===== src/rtl/ust_pkg.sv =====
package ust_pkg;

  // Distance to the next multiple of period at or above the current phase.
  function automatic int unsigned mark_step(int unsigned phase, int unsigned period);
    return (phase == 0) ? 0 : period - phase;
  endfunction

  // Master sync level: first half of each period high.
  function automatic logic half_high(int unsigned phase, int unsigned period);
    return phase < (period / 2);
  endfunction

endpackage


===== src/rtl/ust_prescaler.sv =====
module ust_prescaler #(
  parameter int DIV = 100
) (
  input  logic clk_i,
  input  logic rst_ni,
  input  logic restart_i,
  output logic tick_o
);
  localparam int PRE_W = (DIV > 1) ? $clog2(DIV) : 1;

  logic [PRE_W-1:0] cnt_q;

  assign tick_o = (cnt_q == PRE_W'(DIV - 1));

  always_ff @(posedge clk_i or negedge rst_ni) begin
    if (!rst_ni)            cnt_q <= '0;
    else if (restart_i)     cnt_q <= '0;
    else if (tick_o)        cnt_q <= '0;
    else                    cnt_q <= cnt_q + 1'b1;
  end

  AST_PRE_RANGE: assert property (@(posedge clk_i) disable iff (!rst_ni)
    32'(cnt_q) < DIV) else $error("prescaler out of range");

endmodule


===== src/rtl/ust_phase.sv =====
module ust_phase
  import ust_pkg::*;
#(
  parameter int SYNC_US = 100,
  parameter int PH_W    = $clog2(SYNC_US)
) (
  input  logic            clk_i,
  input  logic            rst_ni,
  input  logic            tick_i,
  input  logic            clr_i,
  input  logic            master_i,
  input  logic            sync_in_i,
  output logic            align_o,
  output logic [PH_W-1:0] step_o,
  output logic            sync_out_o
);
  logic [PH_W-1:0] ph_q;
  logic [2:0]      sy_q;
  logic            ext_rise;

  assign ext_rise   = sy_q[1] & ~sy_q[2];
  assign align_o    = ext_rise & ~master_i;
  assign step_o     = PH_W'(mark_step(32'(ph_q), SYNC_US));
  assign sync_out_o = master_i & half_high(32'(ph_q), SYNC_US);

  always_ff @(posedge clk_i or negedge rst_ni) begin
    if (!rst_ni) begin
      sy_q <= '0;
    end else begin
      sy_q <= {sy_q[1:0], sync_in_i};
    end
  end

  always_ff @(posedge clk_i or negedge rst_ni) begin
    if (!rst_ni)                ph_q <= '0;
    else if (clr_i || align_o)  ph_q <= '0;
    else if (tick_i)            ph_q <= (ph_q == PH_W'(SYNC_US - 1)) ? '0 : ph_q + 1'b1;
  end

  AST_PH_RANGE: assert property (@(posedge clk_i) disable iff (!rst_ni)
    32'(ph_q) < SYNC_US) else $error("phase out of range");

endmodule


===== src/rtl/ust_count.sv =====
module ust_count #(
  parameter int TS_LOW_W = 15,
  parameter int WRAP_W   = 17,
  parameter int PH_W     = 7
) (
  input  logic                         clk_i,
  input  logic                         rst_ni,
  input  logic                         tick_i,
  input  logic                         clr_i,
  input  logic                         align_i,
  input  logic [PH_W-1:0]              step_i,
  output logic [TS_LOW_W+WRAP_W-1:0]   full_o,
  output logic                         wrap_mark_o,
  output logic                         reset_mark_o
);
  localparam int FULL_W = TS_LOW_W + WRAP_W;

  logic [FULL_W-1:0] inc, nxt;
  logic              carry_up;

  always_comb begin
    inc      = align_i ? FULL_W'(step_i) : FULL_W'(tick_i);
    nxt      = full_o + inc;
    carry_up = (nxt[FULL_W-1:TS_LOW_W] != full_o[FULL_W-1:TS_LOW_W]);
  end

  always_ff @(posedge clk_i or negedge rst_ni) begin
    if (!rst_ni) begin
      full_o       <= '0;
      wrap_mark_o  <= 1'b0;
      reset_mark_o <= 1'b0;
    end else if (clr_i) begin
      full_o       <= '0;
      wrap_mark_o  <= 1'b0;
      reset_mark_o <= 1'b1;
    end else begin
      full_o       <= nxt;
      wrap_mark_o  <= carry_up;
      reset_mark_o <= 1'b0;
    end
  end

  AST_STEP_ONE: assert property (@(posedge clk_i) disable iff (!rst_ni)
    (tick_i && !clr_i && !align_i) |=> (full_o == $past(full_o) + 1'b1))
    else $error("count did not advance by one");

  AST_WRAP_COUNT: assert property (@(posedge clk_i) disable iff (!rst_ni)
    wrap_mark_o |-> (full_o[FULL_W-1:TS_LOW_W] ==
                     WRAP_W'($past(full_o[FULL_W-1:TS_LOW_W]) + 1'b1)))
    else $error("wrap marker without wrap counter step");

endmodule


===== src/rtl/ust_timestamp_gen.sv =====
module ust_timestamp_gen #(
  parameter int CLK_PER_US = 100,
  parameter int TS_LOW_W   = 15,
  parameter int WRAP_W     = 17,
  parameter int SYNC_US    = 100
) (
  input  logic                         clk_i,
  input  logic                         rst_ni,
  input  logic                         ts_reset_i,
  input  logic                         sync_master_i,
  input  logic                         sync_in_i,
  output logic                         sync_out_o,
  output logic [TS_LOW_W-1:0]          ts_low_o,
  output logic [TS_LOW_W+WRAP_W-1:0]   ts_full_o,
  output logic                         wrap_mark_o,
  output logic                         reset_mark_o
);
  localparam int PH_W = $clog2(SYNC_US);

  logic            us_tick;
  logic            align;
  logic [PH_W-1:0] align_step;

  ust_prescaler #(.DIV(CLK_PER_US)) u_pre (
    .clk_i     (clk_i),
    .rst_ni    (rst_ni),
    .restart_i (ts_reset_i | align),
    .tick_o    (us_tick)
  );

  ust_phase #(.SYNC_US(SYNC_US), .PH_W(PH_W)) u_phase (
    .clk_i      (clk_i),
    .rst_ni     (rst_ni),
    .tick_i     (us_tick),
    .clr_i      (ts_reset_i),
    .master_i   (sync_master_i),
    .sync_in_i  (sync_in_i),
    .align_o    (align),
    .step_o     (align_step),
    .sync_out_o (sync_out_o)
  );

  ust_count #(.TS_LOW_W(TS_LOW_W), .WRAP_W(WRAP_W), .PH_W(PH_W)) u_cnt (
    .clk_i        (clk_i),
    .rst_ni       (rst_ni),
    .tick_i       (us_tick),
    .clr_i        (ts_reset_i),
    .align_i      (align),
    .step_i       (align_step),
    .full_o       (ts_full_o),
    .wrap_mark_o  (wrap_mark_o),
    .reset_mark_o (reset_mark_o)
  );

  assign ts_low_o = ts_full_o[TS_LOW_W-1:0];

  AST_RESET_ZERO: assert property (@(posedge clk_i) disable iff (!rst_ni)
    reset_mark_o |-> (ts_full_o == '0)) else $error("reset marker with nonzero count");

  AST_RESET_PRIO: assert property (@(posedge clk_i) disable iff (!rst_ni)
    reset_mark_o |-> !wrap_mark_o) else $error("wrap marker beside reset marker");

  AST_ALIGN_MULT: assert property (@(posedge clk_i) disable iff (!rst_ni)
    (align && !ts_reset_i) |=> ((ts_full_o % SYNC_US) == 0))
    else $error("alignment off a sync boundary");

  AST_MASTER_WAVE: assert property (@(posedge clk_i) disable iff (!rst_ni)
    sync_master_i |-> (sync_out_o == ((ts_full_o % SYNC_US) < (SYNC_US / 2))))
    else $error("master wave not locked to count");

endmodule


===== config.mk =====
export PLATFORM = sky130hd
export DESIGN_NAME = ust_timestamp_gen
export DESIGN_NICKNAME = d
export VERILOG_FILES = /design/src/rtl/ust_pkg.sv /design/src/rtl/ust_prescaler.sv /design/src/rtl/ust_phase.sv /design/src/rtl/ust_count.sv /design/src/rtl/ust_timestamp_gen.sv
export SDC_FILE = /design/constraint.sdc
export NUM_CORES = 1
export LEC_CHECK = 0
export ABC_AREA = 1
export CAP_MARGIN = 5
export CORE_MARGIN = 8
export CORE_UTILIZATION = 50
export CTS_CLUSTER_DIAMETER = 60
export DETAILED_ROUTE_END_ITERATION = 6
export PLACE_DENSITY = 0.76
export SLEW_MARGIN = 15
export SYNTH_ARGS = -nofsm -noshare
export SYNTH_HDL_FRONTEND = slang
export SYNTH_SLANG_ARGS = --single-unit

===== constraint.sdc =====
create_clock -name clk_i -period 2.55 [get_ports clk_i]
set_input_delay 0.6375 -clock clk_i [delete_from_list [all_inputs] [get_ports clk_i]]
set_output_delay 0.6375 -clock clk_i [all_outputs]
set_load 0.005 [all_outputs]

# Word level (Yosys, flattened, before mapping)
# Index checks and enable logic that the tools add are counted.
# classes
eq_ne	3
reduce_logical	3
bitwise_logic	6
n_lt_le_gt_ge	1
n_mux	10
addsub	4
# ops
op	count
$mux 7	7
$add 32x32->32	1
$mux 32	1
$ne 17x17->1	1
$add 7x1->7 const B	2
$eq 7x7->1 const B	2
$logic_not 7->1	1
$lt 7x6->1 const B	1
$sub 7x7->7 const A	1
$and 1x1->1	3
$mux 1	2
$not 1->1	2
$reduce_bool 2->1	1
$logic_or 1x1->1	1
$or 1x1->1	1
# word_totals
reg_bits	51

# Depth between registers and ports, before layout
# Gate-level depths: netlist of run 1.
# depth
word_depth	7
ltp_mapped	18
depth_no_buf	18

# Modules after synthesis
# From an unflattened synthesis of run 1, not the netlist that was laid out.
# hier_totals
hier_cells	496
hier_area_um2	3460.8
# modules_own_cells
module	area_per_inst_um2	cells_per_inst	instances
ust_count	2259.7	329	1
ust_phase	723.2	105	1
ust_prescaler	354.1	44	1
ust_timestamp_gen	123.9	18	1

# Least setup slack after synthesis of run 1
# No wires, ideal clock.
# synth_timing
kind	input -> register
from	input port sync_master_i
to	register u_cnt.full_o[28]
required_time_ns	2.418
path_stages	16
n_path_buf	0
arrival_ns	2.377
setup_slack_ns	0.041
cell_sequence	inv_1 -> nand2_1 -> inv_1 -> o21ai_0 -> o22ai_1 -> ha_1 -> inv_1 -> fa_1 -> inv_1 -> nand3_1 -> nand3_1 -> nand3_1 -> nand2_2 -> nand3_1 -> nand2_1 -> nor2_1
# synth_via
elab_chain_len	5
# synth_lines
element	line	source
start: declaration	ust_timestamp_gen.sv:10	input logic sync_master_i,
$not 1->1	ust_phase.sv:22	assign align_o = ext_rise & ~master_i;
$and 1x1->1	ust_phase.sv:22	
$mux 7	ust_count.sv:22	inc = align_i ? FULL_W'(step_i) : FULL_W'(tick_i);
$add 32x32->32	ust_count.sv:23	nxt = full_o + inc;
$mux 32	ust_count.sv:32	end else if (clr_i) begin
end signal: assignment	ust_count.sv:37	full_o <= nxt;
end: declaration	ust_count.sv:12	output logic [TS_LOW_W+WRAP_W-1:0] full_o,
# No other way between the ends.
# A chain may end at the register's enable or synchronous reset.

# Worst setup path after layout of run 1
# layout_timing
from	register u_pre.cnt_q[0]
to	register u_cnt.full_o[20]
# layout_via
elab_chain_len	4
# layout_lines
element	line	source
start: declaration	ust_prescaler.sv:11	logic [PRE_W-1:0] cnt_q;
start signal: assignment	ust_prescaler.sv:19	else cnt_q <= cnt_q + 1'b1;
$eq 7x7->1	ust_prescaler.sv:13	assign tick_o = (cnt_q == PRE_W'(DIV - 1));
$mux 7	ust_count.sv:22	
$add 32x32->32	ust_count.sv:23	
$mux 32	ust_count.sv:32	
# No other way between the ends.

==> results_dict.tcl, run 1 <==
set metrics [dict create \
    hold_buffers 0 \
    cts.sinks 51 \
    synthCells 455 \
    fin_skew_ns 0.00930 \
    synth_warnings 0 \
    grt_pass1_vias 3097 \
    cellLeakagePower_uw 0.00204 \
    synth_top_cell_by_area "dfrtp_1" \
    p_per_area_nw_per_um2 327 \
    cts_tree "built" \
    grt_max_degree 38 \
    slew_headroom 0.442 \
    drive_above_1_share 0.214 \
    vias 3156 \
    die_area_um2 9350 \
    regToRegSetupSlack_ns 0.1 \
    first_iter_violations 239 \
    drv_cap 0 \
    finalWirelength_mm 8.92 \
    antenna_found_initial 0 \
    initial_core_util 0.515 \
    finalMaxSlewViolations 0 \
    critPathKind "register to register" \
    drc 0 \
    layout_common_cells "nand2_1, nor2_1, inv_1, clkdlybuf4s50_1, dfrtp_1" \
    hold_class "register to register" \
    gp_congestion 0.882 \
    htreeDepth 2 \
    portBuffers 54 \
    num-nets-final 544 \
    path_clk_slew_ns 0.11 \
    worst_pin_slew_ns 0.838 \
    clock_latency_ns 0.32 \
    antennaDiodeCount 0 \
    ant_nets 0 \
    die_h_um 96.7 \
    grt-ovfl-total 0 \
    final_common_cell "nand2_1" \
    period_needed_ns 2.45 \
    boundaryPins 55 \
    critPathRequiredTime_ns 2.82 \
    status "finished clean" \
    crit_arrival_ns 2.72 \
    yosys.area.top_type_share 0.392 \
    cp-end-kind "register" \
    fp.dieW_um 96.7 \
    finalSetupViolCount 0 \
    grt_first_pass_wirelength_mm 14.6 \
    avgViaCountPerCell 5.21 \
    core_um2 6310 \
    netlist-cell-type-count 34 \
    max_freq_ghz 0.408 \
    yosysSeqAreaShare 0.392 \
    rows 29 \
    cts-root-buf "clkbuf_8" \
    ys_seq_elements 51 \
    cp-start-kind "register" \
    avgRoutedWirePerCell_um 14.7 \
    syn_area_per_cell_um2 7.15 \
    peakVddDrop_mv 0.248 \
    clockBufferDepth 2 \
    cts_buffers 5 \
    netlist_top_cells_area "dfrtp_1, nand2_1, nor2_1" \
    fin_crit_sh 0.962 \
    p_total_uw 1410 \
    syn_nets 471 \
    hold_viol 0 \
    path_max_fanout 7 \
    dpl.hpwl_mm 6.37 \
    final_util 0.684 \
    rsz0062_at_grt "yes" \
    syn_to_final_growth_pct 32.8 \
    drtPass1Iterations 5 \
    syn_area_um2 3250 \
    grtUsageTotal 0.185 \
]
==> synthesized netlist by cell type <==
cell and instances:
a21boi_0 3, nor2_4 1, xnor2_1 5, nand4_1 6, buf_6 1, o21bai_1 1
fa_1 1, inv_1 59, buf_4 16, nor2_1 72, nor3_2 1, xor2_1 2
nor2_2 4, nor3_4 1, nand3_1 34, or2_2 3, nand2_1 109, clkbuf_1 2
inv_2 2, a21oi_1 25, o21ai_1 1, nand3b_1 1, a31oi_1 2, o21ai_0 13
nor3b_2 1, nor3b_1 2, ha_1 10, and2b_1 1, nand2_2 11, nor3_1 7
o22ai_1 3, and2_1 2, nand3_2 2, dfrtp_1 51
==> critical path, stage by stage (launching register included) <==
cell     delay (ns)
dfrtp_1        0.39
ha_2           0.21
nand2_2        0.06
nor2_2         0.12
nand3_2        0.10
o22ai_2        0.15
ha_2           0.20
inv_2          0.04
fa_2           0.39
inv_2          0.08
nand3_2        0.08
nand3_4        0.09
nand3_4        0.08
nand2_4        0.14
nand2_4        0.06
nand2_2        0.05
nand2_1        0.05
nor2_1         0.10
==> state kept, by name, summed over array words and instances (netlist names) <==
signal / flops
u_cnt.wrap_mark_o: 1
u_cnt.reset_mark_o: 1
u_cnt.full_o: 32
u_pre.cnt_q: 7
u_phase.sy_q: 3
u_phase.ph_q: 7
==> final timing paths <==
kind                                 start          endpoint  cells past startpoint
setup / recovery            u_pre.cnt_q[0]  u_cnt.full_o[20]                     17
hold / removal             u_phase.sy_q[0]   u_phase.sy_q[1]                      0
setup reg to reg            u_pre.cnt_q[0]  u_cnt.full_o[20]                     17
hold reg to reg            u_phase.sy_q[0]   u_phase.sy_q[1]                      0
max in group asynchronous           rst_ni  u_cnt.full_o[30]                      2
min in group asynchronous           rst_ni   u_phase.ph_q[5]                      1
==> layout make-up <==
type	instances	area, um^2
clock buffer	5	68.8
clock inverter	3	28.8
fill	537	1990
inverter	61	229
multi-input combinational	324	1850
sequential	51	1280
tap	77	96.3
timing repair buffer	85	771
==> what timing repair did <==
action | CTS | global route
pin swaps | 10 | 23
endpoints found under the setup margin | 26 | 29
buffers inserted | 1 | 9
gates resized for setup | 21 | 45
==> logic make-up (layout without fill, tap and decap cells) <==
logic type	Yosys count	count (layout)	synth area share
adder cells (fa/ha/maj)	11	11	0.0446
AND/OR/NAND/NOR	258	258	0.353
flip-flops	51	51	0.392
buffers and inverters	80	154	0.113
AO/OA/AOI/OAI	48	48	0.0788
XOR/XNOR	7	7	0.0188
==> per-layer routing <==
metal / GRT usage / part of all wire / vias to the layer above
li1: - / - / 1571
met1: 0.220 / 0.43 / 1476
met2: 0.309 / 0.49 / 86
met3: 0.0477 / 0.055 / 23
met4: 0.0781 / 0.027 / 0
met5: 0 / 0 / -
==> per-stage QoR <==
step	hold slack (ns)	setup WS, ns	instance area [um^2]	std cells	TNS (ns)
floorplan	0.331	0.0409	3250	455	0
global placement	0.332	-0.433	3910	588	-10.22
detailed placement	0.341	-0.544	3910	588	-12.81
CTS	0.366	0.00989	4090	597	0
global route	0.379	-0.0802	4320	606	-0.421
finish	0.363	0.0966	4320	606	0
==> where the power goes <==
part           total (uW)  internal [uW]  switching (uW)
clock                 521            204             317
sequential            819            815            3.75
combinational        72.6           25.3            47.3
total                1410           1040             368
No activity file was read; power rests on OpenSTA's default activity.
==> run 2: changes to the inputs <==
CTS_BUF_LIST = sky130_fd_sc_hd__clkbuf_4 sky130_fd_sc_hd__clkbuf_8   (was default)
REMOVE_ABC_BUFFERS = 1   (was default)
==> run 2 against run 1 <==
The run now ends with negative setup slack left; first-iteration DRC count shrank 14%; clock skew grew 0.0026 ns; global-route usage shrank 1.0 points; non-clock buffer count grew 4; setup slack lost 0.13 ns; largest cell class unchanged; largest power group unchanged; highest routed layer unchanged.
==> results_dict.tcl, run 2 (synthesis gave the netlist of run 1 again) <==
set metrics [dict create \
    status "complete, but fails checks" \
    violations "negative setup slack" \
    htreeDepth 2 \
    dr_wl_met2_mm 4.43 \
    pwr-share-clk 0.361 \
    pre_cts_ws_ns -0.531 \
    grt_pass1_vias 3172 \
    worst_pin_slew_ns 0.572 \
    rsz0062_at_grt "yes" \
    dpl.hpwl_mm 6.29 \
    path_clk_slew_ns 0.10 \
    drv_cap 0 \
    avgRoutedWirePerCell_um 14.3 \
    p_int_uw 1060 \
    critPathRequiredTime_ns 2.75 \
    cellLeakagePower_uw 0.00205 \
    hold_class "input port to async pin" \
    hold_viol 0 \
    cts_tree "built" \
    p_per_area_nw_per_um2 318 \
    grt-ovfl-total 0 \
    fp.dieW_um 96.7 \
    clock_latency_ns 0.30 \
    fin_skew_ns 0.0119 \
    largest_reg_flops 32 \
    drive_above_1_share 0.244 \
    power_frac_comb 0.051 \
    cp-end-kind "register" \
    fin_cells 610 \
    seq_area_um2 1280 \
    finalWirelength_mm 8.75 \
    layout_setup_ws_ns -0.0360 \
    grt_first_pass_wirelength_mm 14.1 \
    fin_crit_sh 1.01 \
    num-nets-final 548 \
    drtPass1Iterations 5 \
    ant_nets 0 \
    max_freq_ghz 0.387 \
    cts.sinks 51 \
    first_iter_violations 205 \
    startpoint "u_phase.ph_q[0]" \
    largest_register "u_cnt.full_o" \
    reg.largest.list "u_cnt.full_o: 32 flops, u_phase.ph_q: 7 flops, u_pre.cnt_q: 7 flops" \
    period_needed_ns 2.59 \
    cts_buffers 5 \
    place_inst 588 \
    antennaDiodeCount 0 \
    drc 0 \
    finalMaxSlewViolations 0 \
    clockBufferDepth 2 \
    crit_arrival_ns 2.78 \
    finalSetupViolCount 1 \
    slew_headroom 0.619 \
    final_common_cell "nand2_1" \
    grtUsageTotal 0.175 \
    final_util 0.694 \
    core_um2 6310 \
    peakVddDrop_mv 0.246 \
    critPathKind "register to register" \
    initial_core_util 0.515 \
    avgViaCountPerCell 5.26 \
    p_sw_frac 0.239 \
    p_switching_uw 332 \
    reg2reg_from "u_phase.ph_q[0]" \
    die_h_um 96.7 \
    power_frac_seq 0.588 \
    portBuffers 54 \
    multiInputGateArea_um2 1850 \
    cp-start-kind "register" \
    final_area_um2 4380 \
    vias 3211 \
    grt_max_degree 31 \
    boundaryPins 55 \
    rows 29 \
    met1Wirelength_mm 3.76 \
    hold_buffers 0 \
    routed.top_layer "met4" \
    layout_common_cells "nand2_1, nor2_1, clkdlybuf4s50_1, inv_1, dfrtp_1" \
    antenna_found_initial 0 \
    gp_congestion 0.907 \
    die_area_um2 9350 \
    cts-root-buf "clkbuf_8" \
    syn_to_final_growth_pct 34.6 \
    tns_ns -0.0360 \
    wl_met3_um 444 \
    fill_cells 514 \
    placed_cell_area_um2 3920 \
    path_max_fanout 4 \
]
==> run 2: cell types whose count changed in the layout (fill, tap and decap cells not counted), moves of 3 or more <==
cell,previous run,this run
o21ai_2,1,4
nor2_1,68,64
nand3_1,29,24
nor2_2,4,10
nand2_2,18,21
inv_2,8,11
ha_1,3,7
inv_1,53,50
nand3_2,5,9
buf_6,0,3
==> run 2: through the flow <==
| step | hold WS (ns) | power (uW) |
|---|---|---|
| 2_1_floorplan | 0.331 | 857 |
| 3_3_place_gp | 0.351 | 902 |
| 3_5_place_dp | 0.351 | 904 |
| 4_1_cts | 0.324 | 1410 |
| 5_1_grt | 0.332 | 1450 |
| 6_report | 0.313 | 1390 |
==> run 2: repair_timing <==
item / CTS / global route
buffers inserted: 3 / 11
hold endpoints to repair: 0 / 0
pin swaps: 13 / 28
setup endpoints to repair: 28 / 29
gates resized for setup: 24 / 58
==> run 2: layout make-up <==
type,count,share of cell area
Tap cell,77,0.0220
Inverter,61,0.0523
Timing Repair Buffer,89,0.188
Clock buffer,6,0.0189
Clock inverter,2,0.00371
Sequential cell,51,0.292
Multi-Input combinational cell,324,0.423
==> run 2: power by group through the flow <==
stage	logic (uW)	registers, uW	clock network, uW
after global routing	80.7	820	548
after global placement	68.4	834	0
after CTS	69.8	818	524
final	70.8	818	503
after floorplan	22.7	834	0
after detailed placement	69.4	834	0
==> run 2: metal layers <==
metal,global-route usage,vias up
met3,0.0413,10
li1,-,1590
met1,0.199,1525
met2,0.314,86
met5,0,-
met4,0.0556,0
==> run 2: worst max-delay path, stage by stage (launching register included) <==
cell and delay, ns:
dfrtp_1 0.38, inv_2 0.06, ha_4 0.16, or2_4 0.24, nand3_2 0.08, nand2_2 0.06, o21bai_1 0.14, a21oi_1 0.06
ha_1 0.36, buf_6 0.15, a21oi_4 0.16, inv_2 0.08, nand3b_1 0.14, nand2_4 0.11, buf_4 0.15, a21oi_2 0.10
nor2_1 0.04
==> run 2: final timing paths <==
| kind | to | slack (ns) | depth (start not counted) |
|---|---|---|---|
| worst max-delay path | u_cnt.full_o[21] | -0.04 | 16 |
| worst min-delay path | u_cnt.full_o[1] | 0.31 | 1 |
| worst max register to register | u_cnt.full_o[21] | -0.04 | 16 |
| worst min register to register | u_phase.sy_q[1] | 0.38 | 0 |
| max in group asynchronous | u_phase.ph_q[5] | 1.67 | 2 |
| min in group clk_i | u_phase.sy_q[1] | 0.38 | 0 |
==> run 3: changes to the inputs <==
MAX_ROUTING_LAYER = met4   (was default)
==> run 3 against run 2 <==
The run now ends clean; fmax rose by 1.6%; design area decreased by 0.43%; wire length grew 5.9%; via count increased by 1.6%; global-route usage up 1.4 points; largest power group unchanged; highest routed layer unchanged.
==> results_dict.tcl, run 3 (synthesis gave the netlist of run 1 again) <==
set metrics [dict create \
    cts_buffers 5 \
    p_per_area_nw_per_um2 326 \
    cts.sinks 51 \
    die_area_um2 9350 \
    grt-ovfl-total 0 \
    crit_family "simple AND/OR/NAND/NOR gates" \
    path_max_fanout 7 \
    finalWirelength_mm 9.27 \
    hold_buffers 0 \
    place_inst 587 \
    regToRegSetupSlack_ns 0.004 \
    cp.buffers_inverters 2 \
    dpl.hpwl_mm 6.46 \
    cp-end-kind "register" \
    critPathKind "register to register" \
    grt_max_degree 28 \
    ant_nets 0 \
    largest_reg_flops 32 \
    first_iter_violations 161 \
    fin_cells 608 \
    p_total_uw 1420 \
    fin_crit_sh 0.999 \
    critPathRequiredTime_ns 2.78 \
    status "finished clean" \
    placed_cell_area_um2 3910 \
    die_h_um 96.7 \
    grt_first_pass_wirelength_mm 14.8 \
    hold_class "input port to async pin" \
    finalMaxSlewViolations 0 \
    max_freq_ghz 0.393 \
    core_um2 6310 \
    finalSetupViolCount 0 \
    rsz0062_at_grt "yes" \
    portBuffers 54 \
    crit_chain "ha_2, nand2_2, nor2_4, nand3_4, o22ai_2, ha_2, inv_2, fa_2, inv_2, nand3_2, nand3_4, nand3_4, nand2_4, nand2_2, nand2_1, nand2_1, nor2_1" \
    fin_skew_ns 0.00987 \
    fill_cells 549 \
    layout_common_cells "nand2_1, nor2_1, inv_1, clkdlybuf4s50_1, dfrtp_1" \
    cellLeakagePower_uw 0.00205 \
    fp.dieW_um 96.7 \
    rows 29 \
    drive_above_1_share 0.220 \
    antennaDiodeCount 0 \
    final_common_cell "nand2_1" \
    final_area_um2 4360 \
    gp_congestion 0.881 \
    cp-start-kind "register" \
    clock_latency_ns 0.31 \
    timing.critical_path.mode_cell "nand3_4" \
    avgRoutedWirePerCell_um 15.2 \
    slew_headroom 0.567 \
    path_clk_slew_ns 0.09 \
    boundaryPins 55 \
    num-nets-final 546 \
    worst_pin_slew_ns 0.649 \
    crit_arrival_ns 2.77 \
    syn_to_final_growth_pct 34.0 \
    vias 3263 \
    drc 0 \
    cts-root-buf "clkbuf_8" \
    grtUsageTotal 0.189 \
    initial_core_util 0.515 \
    cp_slowest_cell "fa_2" \
    grt_pass1_vias 3232 \
    peakVddDrop_mv 0.224 \
    cts_tree "built" \
    drv_cap 0 \
    antenna_found_initial 0 \
    max_stage_delay_ns 0.41 \
    largest_register "u_cnt.full_o" \
    drtPass1Iterations 5 \
    htreeDepth 2 \
    hold_viol 0 \
    clockBufferDepth 2 \
    period_needed_ns 2.55 \
    reg.largest.list "u_cnt.full_o: 32 flops, u_phase.ph_q: 7 flops, u_pre.cnt_q: 7 flops" \
    avgViaCountPerCell 5.37 \
]
-- run 3: changes by cell type in the layout (fill, tap and decap cells not counted), moves of 3 or more --
cell and change:
inv_2 -4, nand3_2 -4, nor2_2 -3, nand3_1 +4
inv_1 +4
-- run 3: layout make-up --
type,count,area (um^2),share of cell area
flip-flops and latches,51,1280,0.293
clock buffers,8,104,0.0238
well taps,77,96.3,0.0221
multi-input cells,324,1850,0.425
inverters,61,229,0.0525
repair buffers,87,802,0.184
-- run 3: final timing paths --
kind / start / endpoint / cells past startpoint
min in group clk_i: u_phase.sy_q[0] / u_phase.sy_q[1] / 0
hold reg to reg: u_phase.sy_q[0] / u_phase.sy_q[1] / 0
hold / removal: rst_ni / u_cnt.full_o[0] / 1
setup / recovery: u_pre.cnt_q[0] / u_cnt.full_o[28] / 17
setup reg to reg: u_pre.cnt_q[0] / u_cnt.full_o[28] / 17
max in group asynchronous: rst_ni / u_phase.ph_q[2] / 2
-- run 3: timing repair --
| action | 4_1_cts | 5_1_grt |
|---|---|---|
| pin swaps | 18 | 29 |
| setup endpoints to repair | 28 | 27 |
| gates resized for setup | 26 | 48 |
| setup buffers | 3 | 10 |
-- run 3: routing by layer --
layer  global-route usage  part of all wire  up-vias
li1                     -                 -     1574
met1                0.211              0.41     1553
met2                0.335              0.52      114
met3               0.0334             0.044       22
met4               0.0580             0.023        0
met5                    -                 0        -
-- run 3: per-stage QoR --
stage          setup WS [ns]  hold slack (ns)  setup TNS (ns)   util
6_report             0.00373            0.345               0  0.691
5_1_grt               -0.145            0.385           -1.56  0.691
4_1_cts             0.000464            0.357               0  0.651
3_5_place_dp          -0.595            0.341          -12.92  0.619
3_3_place_gp          -0.444            0.345          -10.59  0.619
2_1_floorplan         0.0462            0.331               0      -
-- run 3: where the power goes --
group | switching (uW) | leakage (uW) | internal [uW]
sequential | 3.80 | 0.000698 | 815
clock | 273 | 0.0000549 | 259
combinational | 48.6 | 0.00130 | 24.7
